**src/rtl/trap_entry_pkg.sv**
```systemverilog
package trap_entry_pkg;

  typedef enum logic [1:0] {
    REC_XLATE   = 2'd0,
    REC_WALK_GS = 2'd1,
    REC_BUS_ERR = 2'd2,
    REC_MISALGN = 2'd3
  } rec_kind_e;

  localparam logic [1:0] PRIV_S = 2'd1;
  localparam logic [1:0] PRIV_M = 2'd3;

  localparam logic [31:0] PSEUDO_WALK_32 = 32'h0000_2000;
  localparam logic [31:0] PSEUDO_WALK_64 = 32'h0000_3000;

  function automatic logic is_fetch_cause(input logic [31:0] c);
    return (c == 32'd0) || (c == 32'd1) || (c == 32'd12) || (c == 32'd20);
  endfunction

  function automatic logic is_ldst_cause(input logic [31:0] c);
    return (c == 32'd4) || (c == 32'd5) || (c == 32'd6) || (c == 32'd7) ||
           (c == 32'd13) || (c == 32'd15) || (c == 32'd21) || (c == 32'd23);
  endfunction

endpackage

```
**src/rtl/trap_fault_rec.sv**
```systemverilog
module trap_fault_rec
  import trap_entry_pkg::*;
(
  input  logic      clk,
  input  logic      rst_n,
  input  logic      rec_valid,
  input  rec_kind_e rec_kind,
  input  logic      rec_two_stage,
  input  logic      rec_store,
  input  logic      trap_fire,
  output logic      two_stage_q,
  output logic      indirect_q,
  output logic      load_q
);

  logic walk_gs;
  assign walk_gs = (rec_kind == REC_WALK_GS);

  always_ff @(posedge clk) begin
    if (!rst_n) begin
      two_stage_q <= 1'b0;
      indirect_q  <= 1'b0;
      load_q      <= 1'b0;
    end else if (rec_valid) begin
      two_stage_q <= rec_two_stage;
      indirect_q  <= walk_gs;
      load_q      <= walk_gs | ~rec_store;
    end else if (trap_fire) begin
      two_stage_q <= 1'b0;
      indirect_q  <= 1'b0;
    end
  end

  assert_walk_sets_indirect_R11: assert property (@(posedge clk) disable iff (!rst_n)
    rec_valid && (rec_kind == REC_WALK_GS) |=> indirect_q && load_q);

  assert_buserr_misalign_clear_R12: assert property (@(posedge clk) disable iff (!rst_n)
    rec_valid && ((rec_kind == REC_BUS_ERR) || (rec_kind == REC_MISALGN)) |=> !indirect_q);

  assert_trap_clears_flags_R13: assert property (@(posedge clk) disable iff (!rst_n)
    trap_fire && !rec_valid |=> !two_stage_q && !indirect_q);

endmodule

```
**src/rtl/trap_classify.sv**
```systemverilog
module trap_classify
  import trap_entry_pkg::*;
#(
  parameter int XLEN    = 64,
  parameter int CAUSE_W = 6
) (
  input  logic               async_ev,
  input  logic [CAUSE_W-1:0] cause,
  input  logic [XLEN-1:0]    fault_addr,
  input  logic               two_stage,
  input  logic               indirect,
  input  logic               is_rv32,
  input  logic [31:0]        xform_insn,
  output logic               cls_ldst,
  output logic               cls_fetch,
  output logic [XLEN-1:0]    tval,
  output logic [XLEN-1:0]    tinst,
  output logic               gva
);

  logic [31:0] cidx;
  assign cidx = 32'(cause);

  function automatic logic [XLEN-1:0] pick_tinst(input logic ind, input logic rv32,
                                                 input logic [31:0] xf);
    if (ind) return XLEN'(rv32 ? PSEUDO_WALK_32 : PSEUDO_WALK_64);
    return XLEN'(xf);
  endfunction

  assign cls_ldst  = !async_ev && is_ldst_cause(cidx);
  assign cls_fetch = !async_ev && is_fetch_cause(cidx);

  always_comb begin
    tval  = '0;
    tinst = '0;
    gva   = 1'b0;
    if (cls_ldst) begin
      tval  = fault_addr;
      gva   = two_stage;
      tinst = pick_tinst(indirect, is_rv32, xform_insn);
    end else if (cls_fetch) begin
      tval  = fault_addr;
      gva   = two_stage;
    end
  end

endmodule

```
**src/rtl/trap_vector.sv**
```systemverilog
module trap_vector #(
  parameter int XLEN    = 64,
  parameter int CAUSE_W = 6
) (
  input  logic               async_ev,
  input  logic [CAUSE_W-1:0] cause,
  input  logic [XLEN-1:0]    ideleg,
  input  logic [XLEN-1:0]    edeleg,
  input  logic [XLEN-1:0]    svec,
  input  logic [XLEN-1:0]    mvec,
  output logic               to_s,
  output logic [XLEN-1:0]    target_pc
);

  localparam int IDX_N = 1 << CAUSE_W;

  logic [IDX_N-1:0] imask, emask;
  logic [XLEN-1:0]  base;

  assign imask = IDX_N'(ideleg);
  assign emask = IDX_N'(edeleg);

  function automatic logic [XLEN-1:0] vec_target(input logic [XLEN-1:0] b,
                                                 input logic a,
                                                 input logic [CAUSE_W-1:0] c);
    logic [XLEN-1:0] aligned;
    aligned = {b[XLEN-1:2], 2'b00};
    if (a && (b[1:0] == 2'b01)) return aligned + XLEN'({c, 2'b00});
    return aligned;
  endfunction

  assign to_s      = async_ev ? imask[cause] : emask[cause];
  assign base      = to_s ? svec : mvec;
  assign target_pc = vec_target(base, async_ev, cause);

endmodule

```
**src/rtl/trap_entry_unit.sv**
```systemverilog
module trap_entry_unit
  import trap_entry_pkg::*;
#(
  parameter int XLEN    = 64,
  parameter int CAUSE_W = 6
) (
  input  logic               clk,
  input  logic               rst_n,
  input  logic               trap_valid,
  input  logic               trap_async,
  input  logic [CAUSE_W-1:0] trap_cause,
  input  logic [XLEN-1:0]    ideleg,
  input  logic [XLEN-1:0]    edeleg,
  input  logic [XLEN-1:0]    fault_addr,
  input  logic [XLEN-1:0]    cur_pc,
  input  logic [31:0]        xform_insn,
  input  logic               is_rv32,
  input  logic [XLEN-1:0]    svec,
  input  logic [XLEN-1:0]    mvec,
  input  logic               rec_valid,
  input  logic [1:0]         rec_kind,
  input  logic               rec_two_stage,
  input  logic               rec_store,
  output logic               s_we,
  output logic               m_we,
  output logic [XLEN-1:0]    epc,
  output logic [XLEN-1:0]    tval,
  output logic [XLEN-1:0]    tinst,
  output logic               gva,
  output logic [XLEN-1:0]    new_pc,
  output logic [1:0]         new_priv,
  output logic               flag_two_stage,
  output logic               flag_indirect,
  output logic               flag_load
);

  logic            f_two, f_ind, f_load;
  logic            cls_ldst, cls_fetch;
  logic [XLEN-1:0] nx_tval, nx_tinst, nx_pc;
  logic            nx_gva, nx_to_s;

  trap_fault_rec u_rec (
    .clk           (clk),
    .rst_n         (rst_n),
    .rec_valid     (rec_valid),
    .rec_kind      (rec_kind_e'(rec_kind)),
    .rec_two_stage (rec_two_stage),
    .rec_store     (rec_store),
    .trap_fire     (trap_valid),
    .two_stage_q   (f_two),
    .indirect_q    (f_ind),
    .load_q        (f_load)
  );

  trap_classify #(.XLEN(XLEN), .CAUSE_W(CAUSE_W)) u_cls (
    .async_ev   (trap_async),
    .cause      (trap_cause),
    .fault_addr (fault_addr),
    .two_stage  (f_two),
    .indirect   (f_ind),
    .is_rv32    (is_rv32),
    .xform_insn (xform_insn),
    .cls_ldst   (cls_ldst),
    .cls_fetch  (cls_fetch),
    .tval       (nx_tval),
    .tinst      (nx_tinst),
    .gva        (nx_gva)
  );

  trap_vector #(.XLEN(XLEN), .CAUSE_W(CAUSE_W)) u_vec (
    .async_ev  (trap_async),
    .cause     (trap_cause),
    .ideleg    (ideleg),
    .edeleg    (edeleg),
    .svec      (svec),
    .mvec      (mvec),
    .to_s      (nx_to_s),
    .target_pc (nx_pc)
  );

  always_ff @(posedge clk) begin
    if (!rst_n) begin
      s_we     <= 1'b0;
      m_we     <= 1'b0;
      epc      <= '0;
      tval     <= '0;
      tinst    <= '0;
      gva      <= 1'b0;
      new_pc   <= '0;
      new_priv <= PRIV_M;
    end else begin
      s_we <= trap_valid & nx_to_s;
      m_we <= trap_valid & ~nx_to_s;
      if (trap_valid) begin
        epc      <= cur_pc;
        tval     <= nx_tval;
        tinst    <= nx_tinst;
        gva      <= nx_gva;
        new_pc   <= nx_pc;
        new_priv <= nx_to_s ? PRIV_S : PRIV_M;
      end
    end
  end

  assign flag_two_stage = f_two;
  assign flag_indirect  = f_ind;
  assign flag_load      = f_load;

  assert_single_we_R9: assert property (@(posedge clk) disable iff (!rst_n)
    trap_valid |=> ($countones({s_we, m_we}) == 1));

  assert_no_spurious_we_R9: assert property (@(posedge clk) disable iff (!rst_n)
    !trap_valid |=> !s_we && !m_we);

  assert_priv_matches_set_R9: assert property (@(posedge clk) disable iff (!rst_n)
    s_we |-> new_priv == PRIV_S);

  assert_async_zero_R7: assert property (@(posedge clk) disable iff (!rst_n)
    trap_valid && trap_async |=> tval == '0 && tinst == '0 && !gva);

  assert_sync_m_base_R10: assert property (@(posedge clk) disable iff (!rst_n)
    trap_valid && !trap_async && !nx_to_s |=> new_pc == {$past(mvec[XLEN-1:2]), 2'b00});

  assert_fetch_no_tinst_R6: assert property (@(posedge clk) disable iff (!rst_n)
    trap_valid && cls_fetch |=> tinst == '0);

endmodule

```
**config.mk**
```make
export PLATFORM = sky130hd
export DESIGN_NAME = trap_entry_unit
export DESIGN_NICKNAME = d
export VERILOG_FILES = /design/src/rtl/trap_entry_pkg.sv /design/src/rtl/trap_fault_rec.sv /design/src/rtl/trap_classify.sv /design/src/rtl/trap_vector.sv /design/src/rtl/trap_entry_unit.sv
export SDC_FILE = /design/constraint.sdc
export NUM_CORES = 1
export LEC_CHECK = 0
export BUFFER_PORTS_ARGS = -buffer_cell sky130_fd_sc_hd__buf_2
export CAP_MARGIN = 20
export CORE_AREA = 2 2 267 269
export CTS_CLUSTER_DIAMETER = 200
export CTS_CLUSTER_SIZE = 28
export DETAILED_ROUTE_END_ITERATION = 10
export DIE_AREA = 0 0 269 271
export GPL_TIMING_DRIVEN = 1
export HOLD_SLACK_MARGIN = 0.15
export PLACE_DENSITY = 0.48
export SLEW_MARGIN = 10
export SYNTH_ARGS = -nofsm -noshare
export SYNTH_HDL_FRONTEND = slang
export SYNTH_SLANG_ARGS = --single-unit
```
**constraint.sdc**
```tcl
create_clock -name clk -period 5.65 [get_ports clk]
set_input_delay 1.13 -clock clk [delete_from_list [all_inputs] [get_ports clk]]
set_output_delay 1.13 -clock clk [all_outputs]
set_load 0.005 [all_outputs]
```
# Word-level counts from Yosys, hierarchy flattened
# Index checks and enable logic that the tools add are counted.
classes:
  order_cmp: 1
  n_bitwise: 5
  eq_ne: 13
  n_reduce_logical: 16
  add_sub_neg: 1
  muxes: 23
op_table:
  columns: ["cell", "n"]
  rows:
  - ["64-bit 2-to-1 mux", 8]
  - ["64-bit by 8-bit adder with 64-bit output", 1]
  - ["32-bit zero test", 1]
  - ["6-bit by 3-bit == test with 1-bit output, second input constant", 4]
  - ["6-bit by 4-bit == test with 1-bit output, second input constant", 3]
  - ["6-bit by 5-bit == test with 1-bit output, second input constant", 3]
  - ["13-bit 2-to-1 mux", 1]
  - ["1-bit binary-select mux with 6-bit select", 2]
  - ["1-bit 2-to-1 mux", 11]
  - ["1-bit logical OR", 10]
  - ["6-bit by 7-bit less-than comparator with 1-bit output, second input constant", 1]
  - ["6-bit by 1-bit == test with 1-bit output, second input constant", 1]
  - ["2-bit by 1-bit == test with 1-bit output, second input constant", 2]
  - ["1-bit logical AND", 3]
  - ["1-bit bitwise AND", 2]
  - ["2-bit 2-to-1 mux", 1]
  - ["1-bit inverter", 2]
  - ["2-bit nonzero test", 1]
  - ["1-bit zero test", 1]
  - ["1-bit bitwise OR", 1]
totals:
  wordCells: 70
  in_bits: 432
  regBits: 264
  out_inout_bits: 264

# Longest topological paths before layout
# Gate-level depths: netlist of the first run.
logic_depth:
  ltp_word: 12
  ltp_mapped: 24
  ltp_nobuf: 18

# Hierarchy
# Synthesis of the first run repeated with hierarchy kept, for this count alone.
unflattened:
  cells_unflattened: 1724
  area_unflattened_um2: 16334.4
modules_own_cells:
  columns: ["module", "seq_area_each_um2", "area_each_um2", "cells_per_inst", "n_inst"]
  rows:
  - ["trap_entry_unit", 5205.0, 9829.4, 840, 1]
  - ["trap_vector", 0.0, 4636.9, 632, 1]
  - ["trap_classify", 0.0, 1749.2, 241, 1]
  - ["trap_fault_rec", 60.1, 118.9, 11, 1]

# Least setup slack after synthesis of the first run
# Ideal clock, no wire load.
synth_timing:
  path_kind: "input port to flip-flop"
  from: "input port trap_cause[1]"
  to: "register new_pc[32]"
  path_slack_ns: -0.036
  t_required_ns: 5.528
  arrival_time_ns: 5.563
  setup_time_ns: 0.122
  n_path_buf: 5
  stages: 23
  path_cell_list: "buf_6 > mux4_1 > nand2_1 > a32o_1 > or4_4 > buf_6 > a31oi_4 > buf_12 > buf_12 > mux2_2 > ha_1 > inv_1 > fa_1 > nor2b_1 > o21ai_0 > a21boi_0 > o21a_1 > o21ai_1 > a21o_1 > clkbuf_1 > nor4_4 > a31oi_1 > nand3b_1"
synth_via:
  elab_chain_cells: 8
  elab_cells_between_ends: 12
  cone_classes: "add/sub (1); eq/ne (1); mux (9); reduce/logical (1)"
synth_lines:
  columns: ["element", "line_no", "source"]
  rows:
  - ["start, declared", "trap_entry_unit.sv:11", "input logic [CAUSE_W-1:0] trap_cause,"]
  - ["parallel branches: the longest is 7 deep, another holds 64-bit by 8-bit adder with 64-bit output", null, null]
  - ["64-bit 2-to-1 mux *", "trap_vector.sv:29", "return aligned;"]
  - ["end signal, assigned", "trap_entry_unit.sv:99", "new_pc <= nx_pc;"]
  - ["end, declared", "trap_entry_unit.sv:30", "output logic [XLEN-1:0] new_pc,"]
# Every way passes the cells marked *. The select of a mux whose other input is x is not followed.
# A chain may end at the register's enable or synchronous reset.

# Worst setup path after layout of the first run
layout_timing:
  from: "input port trap_cause[3]"
  to: "register new_pc[8]"
# The elaborated chain is that of the path after synthesis.

==> impl_metrics.py, run 1 <==
metrics = {
    "sta": {
        "hold_ws_ns": 0.453,
        "rsz0062_at_grt": "false",
        "tns_ns": 0,
        "timing.final.ws_setup_ns": 0.407,
        "period_minus_slack_ns": 5.24,
        "period_share_pct": 92.8,
        "relSlewSlack_pct": 34.8,
        "max_freq_mhz": 191,
        "final-hold-violation-count": 0,
        "drv_slew": 0,
        "setup_viol": 0,
        "worstMarginPinSlew_ns": 0.979,
        "skew_ns": 0.00494,
    },
    "drt": {
        "viasPerCell": 4.44,
        "antenna_left": 0,
        "first_pass_iters": 5,
        "num_vias": 13003,
        "post_drt_wl_per_cell_um": 21.6,
        "drt-initial-drc-count": 967,
        "remaining_drc_errors": 0,
        "finalWirelength_mm": 63.2,
    },
    "floorplanning": {
        "design.die.area_um2": 72900,
        "die_w_um": 269,
        "die_h_um": 271,
        "ios": 696,
        "rows": 97,
        "floorplan.initialDensity_pct": 17.9,
        "core_um2": 69800,
    },
    "grt": {
        "gr-usage-all-layers_pct": 16.4,
        "grt_pass1_vias": 13086,
        "grt_max_degree": 136,
        "grt_pass1_wl_mm": 89.2,
        "grt_overflow_total": 0,
        "use_met3_pct": 4.04,
        "antenna_found_initial": 27,
        "globalRouteMet2Util_pct": 26.4,
        "busiest_layer": "met2",
        "use_met1_pct": 21.1,
    },
    "synth": {
        "synth-async-reset-ratio_pct": 0,
        "synthTopCellsByArea": "dfxtp_1 37%, mux2i_1 11%, a22o_1 6.9%, mux4_2 4.3%, nor2_1 3.7%",
        "postSynthCellCount": 1323,
        "synth-seq-cells": 229,
        "synth_top_area_share_pct": 36.7,
        "syn_area_um2": 12500,
        "syn_area_per_cell_um2": 9.43,
        "synth_top_area_cell": "dfxtp_1",
        "yosysWarnings": 0,
        "synth_top_flop_cell": "dfxtp_1",
        "seq_area_frac_synth_pct": 36.7,
        "synth_cell_types": 84,
        "synth_edf_count": 0,
    },
    "power_and_ir_drop": {
        "intPower_mw": 2.54,
        "p_seq_share_pct": 46.9,
        "p_leak_nw": 8.09,
        "power_frac_comb_pct": 25.0,
        "clockPowerShare_pct": 28.1,
        "power_switching_mw": 1.15,
        "power.density_nw_per_um2": 213,
        "swShare_pct": 31.2,
        "vdd_drop_max_v": 0.000210,
        "power_mw": 3.69,
    },
    "clock_network": {
        "ctsLongestPathBuffers": 3,
        "htree_levels": 1,
        "worstSkewPairLatency_ns": 0.51,
        "cts_inserted_buffers": 12,
        "path_clk_slew_ns": 0.13,
        "cts_tree": "yes",
        "post_cts_buffers": 0,
        "clkSinkCount": 229,
        "clock-root-buffer": "clkbuf_16",
    },
    "cells_and_area": {
        "final_cell_mix": "658 x buf_2, 229 x dfxtp_1, 136 x mux2i_1",
        "utilization_pct": 24.8,
        "drive_above_1_share_pct": 41.8,
        "nNetsFinal": 2414,
        "syn_to_final_growth_pct": 38.6,
        "final_common_cell": "buf_2",
    },
    "job": {
        "cap_violations": 0,
    },
    "worst_setup_path": {
        "path_class": "primary input to flop",
        "crit_required_ns": 6.10,
        "arrival_ns": 5.69,
        "crit_path_end_kind": "flop",
        "worstPathMaxFanout": 15,
        "crit_path_start_kind": "primary input",
    },
    "placed_design": {
        "io_buffers": 660,
        "dp_slack_ns": -0.442,
        "hpwlAfterDp_mm": 51.5,
        "place_congestion": 0.966,
    },
    "outcome": {
        "status": "finished clean",
    },
    "worst_hold_path": {
        "worst_hold_path_type": "flop to flop",
    },
}
## through the flow
stage               instances  area (µm²)
finish                   2927       17300
global route             2925       17300
CTS                      2916       17300
detailed placement       2901       16900
global placement         2900       16900
floorplan                1356       12600
## power groups by stage
| stage | clock [mW] | sequential (mW) | combinational [mW] |
|---|---|---|---|
| final | 1.04 | 1.73 | 0.922 |
| after global routing | 1.14 | 1.74 | 1.00 |
| after CTS | 1.10 | 1.73 | 0.927 |
| after detailed placement | 0 | 1.77 | 0.924 |
| after global placement | 0 | 1.77 | 0.920 |
| after floorplan | 0 | 1.77 | 0.491 |
## what timing repair did
item | 4_1_cts | 5_1_grt
resized for setup | 0 | 4
setup endpoints to repair | 0 | 9
hold buffers | 0 | 0
## sequential cells by signal, summed over array words and instances (netlist names)
| register | flops |
|---|---|
| new_priv | 1 |
| m_we | 1 |
| u_rec.load_q | 1 |
| gva | 1 |
| epc | 64 |
| tval | 64 |
| tinst | 32 |
| s_we | 1 |
| u_rec.indirect_q | 1 |
| u_rec.two_stage_q | 1 |
| new_pc | 62 |
## final timing paths
path | startpoint | endpoint | slack, ns | depth (start not counted)
setup / recovery | trap_cause[3] | new_pc[8] | 0.41 | 21
hold / removal | new_priv[1] | new_priv[1] | 0.45 | 2
setup reg to reg | u_rec.indirect_q | tinst[0] | 4.33 | 3
hold reg to reg | new_priv[1] | new_priv[1] | 0.45 | 2
## kinds of logic after synthesis
kind of cell	after synthesis	share of synthesized area [%]
simple gates	456	18.0
compound gates	248	15.7
flops	229	36.7
mux	199	19.3
buf+inv	142	6.65
xor+xnor	40	2.81
fa+ha+maj	7	0.762
other cells	2	0.0602
## Yosys cell counts (all sizes together) (4+ instances only)
cell	number
a31o	4
and4	7
nor2	122
nor3b	8
nor3	32
a21oi	21
a21o	5
nor2b	8
xor2	7
buf	71
or2	4
inv	22
a22oi	6
o211ai	4
a31oi	10
and2	6
ha	6
o221ai	4
a22o	99
nand2	116
o21a	5
clkbuf	48
or3	6
a221oi	4
o2111ai	4
a32o	8
and3	18
a211oi	12
nor4	15
a211o	4
nand4	48
xnor2	33
o31ai	8
mux2i	137
dfxtp	229
mux2	34
o31a	4
mux4	28
o21ai	34
nand3	52
## routing by layer
| layer | part of all wire (%) | up-vias |
|---|---|---|
| met5 | 0.12 | - |
| met4 | 3.7 | 12 |
| met3 | 7.3 | 94 |
| met2 | 46 | 544 |
| met1 | 43 | 6211 |
| li1 | - | 6142 |
## area by class of cell
type,instances,area [µm²]
Fill cell,7640,52500
Clock buffer,13,325
Antenna cell,11,27.5
Timing Repair Buffer,724,3850
Sequential cell,229,4580
Clock inverter,2,25.0
Inverter,23,86.3
Tap cell,940,1180
Multi-Input combinational cell,985,7230
## worst max-delay path: stages
cell and delay, ns:
buf_2 0.27, buf_4 0.29, mux4_2 0.22, mux2i_1 0.07, a221oi_1 0.52, a221oi_2 0.15
a31oi_4 0.23, buf_4 0.16, mux2_2 0.34, ha_1 0.31, nor2b_1 0.15, o21ai_0 0.24
a21boi_1 0.14, o21a_1 0.19, o21ai_2 0.25, buf_4 0.19, a21oi_2 0.05, buf_12 0.18
xnor2_2 0.33, mux2i_1 0.13, nor2_1 0.11
Power figures use the tool's default switching activity.
==> run 2: changes to the inputs <==
--- a/config.mk
+++ b/config.mk
@@ -7,13 +7,14 @@
 export LEC_CHECK = 0
 export BUFFER_PORTS_ARGS = -buffer_cell sky130_fd_sc_hd__buf_2
-export CAP_MARGIN = 20
-export CORE_AREA = 2 2 267 269
+export CELL_PAD_IN_SITES_DETAIL_PLACEMENT = 1
+export CELL_PAD_IN_SITES_GLOBAL_PLACEMENT = 2
+export CORE_AREA = 2 2 272 274
 export CTS_CLUSTER_DIAMETER = 200
 export CTS_CLUSTER_SIZE = 28
 export DETAILED_ROUTE_END_ITERATION = 10
-export DIE_AREA = 0 0 269 271
+export DIE_AREA = 0 0 274 276
 export GPL_TIMING_DRIVEN = 1
 export HOLD_SLACK_MARGIN = 0.15
-export PLACE_DENSITY = 0.48
+export PLACE_DENSITY = 0.7
 export SLEW_MARGIN = 10
 export SYNTH_ARGS = -nofsm -noshare
==> constraint.sdc (replaced) <==
create_clock -name clk -period 5.65 [get_ports clk]
set_input_delay 1.13 -clock clk [delete_from_list [all_inputs] [get_ports clk]]
set_output_delay 1.13 -clock clk [all_outputs]
set_load 0.1 [all_outputs]
==> run 2 against run 1 <==
  * Wire length up 6.2%
  * Critical path depth unchanged
  * Clock-buffer cell count unchanged
  * Sequential share of layout area down 0.071 points
  * Sequential power about the same
  * Hold slack worse by 0.0016 ns
  * Register-to-register slack better by 0.15 ns
  * Critical path type unchanged
  * Largest power group unchanged
  * Highest routed layer unchanged
==> impl_metrics.py, run 2 (synthesized netlist as in run 1, its figures left out) <==
metrics = {
    "outcome": {
        "status": "finished clean",
    },
    "worst_hold_path": {
        "holdPathStages": 2,
        "worst_hold_path_type": "flop to flop",
    },
    "drt": {
        "drt-initial-drc-count": 730,
        "antenna_left": 0,
        "num_vias": 13235,
        "finalWirelength_mm": 67.1,
        "post_drt_wl_per_cell_um": 22.8,
        "viasPerCell": 4.49,
        "remaining_drc_errors": 0,
        "first_pass_iters": 5,
    },
    "grt": {
        "grt_overflow_total": 0,
        "gr-usage-all-layers_pct": 17.0,
        "antenna_found_initial": 31,
        "grt_pass1_wl_mm": 96.6,
        "grt_pass1_vias": 13959,
        "grt_max_degree": 110,
    },
    "power_and_ir_drop": {
        "power.density_nw_per_um2": 251,
        "power_mw": 4.36,
        "p_leak_nw": 8.11,
        "vdd_drop_max_v": 0.000211,
    },
    "worst_setup_path": {
        "ff2ff_path_depth": 3,
        "crit_chain": "buf_2 > buf_12 > mux4_2 > mux2i_1 > a22oi_1 > a221oi_2 > a31oi_4 > buf_4 > mux2i_1 > inv_1 > ha_1 > a21o_1 > a21oi_1 > o21ai_0 > a21oi_1 > o21bai_1 > o211a_1 > buf_12 > nand4_1 > xnor2_1 > o21ai_0",
        "crit_family": "compound AO/OA/AOI/OAI gates",
        "critPathMaxStageDelay_ns": 0.54,
        "crit_required_ns": 6.07,
        "r2r_setup_slack_ns": 4.48,
        "crit_buf_inv": 5,
        "crit_path_start_kind": "primary input",
        "path_class": "primary input to flop",
        "cp_num_cells": 21,
        "arrival_ns": 5.67,
        "crit_slowest_cell": "mux4_2",
        "worstPathMaxFanout": 25,
        "crit_path_end_kind": "flop",
    },
    "cells_and_area": {
        "utilization_pct": 23.9,
        "register_area_um2": 4580,
        "final_common_cell": "buf_2",
        "reg_top3": "epc x64, tval x64, new_pc x62",
        "final_cell_mix": "659 x buf_2, 229 x dfxtp_1, 136 x mux2i_1",
        "drive_above_1_share_pct": 41.8,
        "syn_to_final_growth_pct": 39.0,
        "multi_input_area_um2": 7220,
        "nFillCells": 8805,
        "nNetsFinal": 2416,
    },
    "clock_network": {
        "cts_inserted_buffers": 12,
        "worstSkewPairLatency_ns": 0.52,
        "ctsLongestPathBuffers": 3,
        "cts_tree": "yes",
        "htree_levels": 1,
        "path_clk_slew_ns": 0.13,
        "clkSinkCount": 229,
        "clock-root-buffer": "clkbuf_16",
    },
    "sta": {
        "final-hold-violation-count": 0,
        "skew_ns": 0.00878,
        "max_freq_mhz": 190,
        "drv_slew": 0,
        "period_share_pct": 93.0,
        "period_minus_slack_ns": 5.25,
        "worstMarginPinSlew_ns": 1.06,
        "relSlewSlack_pct": 29.1,
        "rsz0062_at_grt": "false",
        "setup_viol": 0,
    },
    "placed_design": {
        "place_congestion": 0.911,
        "hpwlAfterDp_mm": 54.9,
        "io_buffers": 660,
    },
    "floorplanning": {
        "die_w_um": 274,
        "design.die.area_um2": 75600,
        "floorplan.initialDensity_pct": 17.2,
        "die_h_um": 276,
        "ios": 696,
        "rows": 99,
        "core_um2": 72600,
    },
    "job": {
        "cap_violations": 0,
    },
}
-- run 2: worst paths after layout --
check | endpoint | from
worst min-delay path | new_pc[63] | new_pc[63]
worst max-delay path | new_pc[39] | trap_cause[1]
worst min register to register | new_pc[63] | new_pc[63]
worst max register to register | tinst[14] | u_rec.indirect_q
-- run 2: report_power, final --
group	switching, mW	total, mW	leakage, nW	internal (mW)
clock network	0.629	1.06	0.174	0.430
logic	1.14	1.56	6.06	0.424
registers	0.0455	1.74	1.87	1.69
total	1.81	4.36	8.11	2.54
-- run 2: metrics by stage --
step / setup WS, ns / hold WS, ns / TNS [ns] / cells / instance area [µm²]
floorplan: 0.00808 / 0.873 / 0 / 1356 / 12600
global placement: -0.0507 / 0.431 / -0.360 / 2922 / 17000
detailed placement: -0.259 / 0.441 / -6.51 / 2922 / 17000
CTS: 0.318 / 0.459 / 0 / 2937 / 17300
global route: 0.0479 / 0.476 / 0 / 2943 / 17300
finish: 0.398 / 0.451 / 0 / 2947 / 17300
-- run 2: repair_timing --
action                                  4_1_cts  5_1_grt
hold buffers                                  0        0
resized for setup                             0        1
endpoints found under the setup margin        0        1
buffers inserted                              0        0
-- run 2: cell type report --
cell class / instances / share of cell area, %
antenna: 10 / 0.144
timing repair buffer: 726 / 22.4
clock buffer: 13 / 1.88
inverter: 23 / 0.498
tap: 959 / 6.92
multi-input combinational: 985 / 41.6
sequential: 229 / 26.4
clock inverter: 2 / 0.159
-- run 2: metal layers --
metal  track usage (%)  vias up  share of wire, %
met2              28.8      452                48
met4              3.80       16               2.1
li1                  -     6149                 -
met3              5.12       78               7.7
met1              21.0     6540                42
met5                 0        -              0.14
-- run 2: worst min-delay path, stage by stage, from the launching register on --
cell	delay [ns]
dfxtp_1	0.33
nand2_1	0.05
o21ai_1	0.05
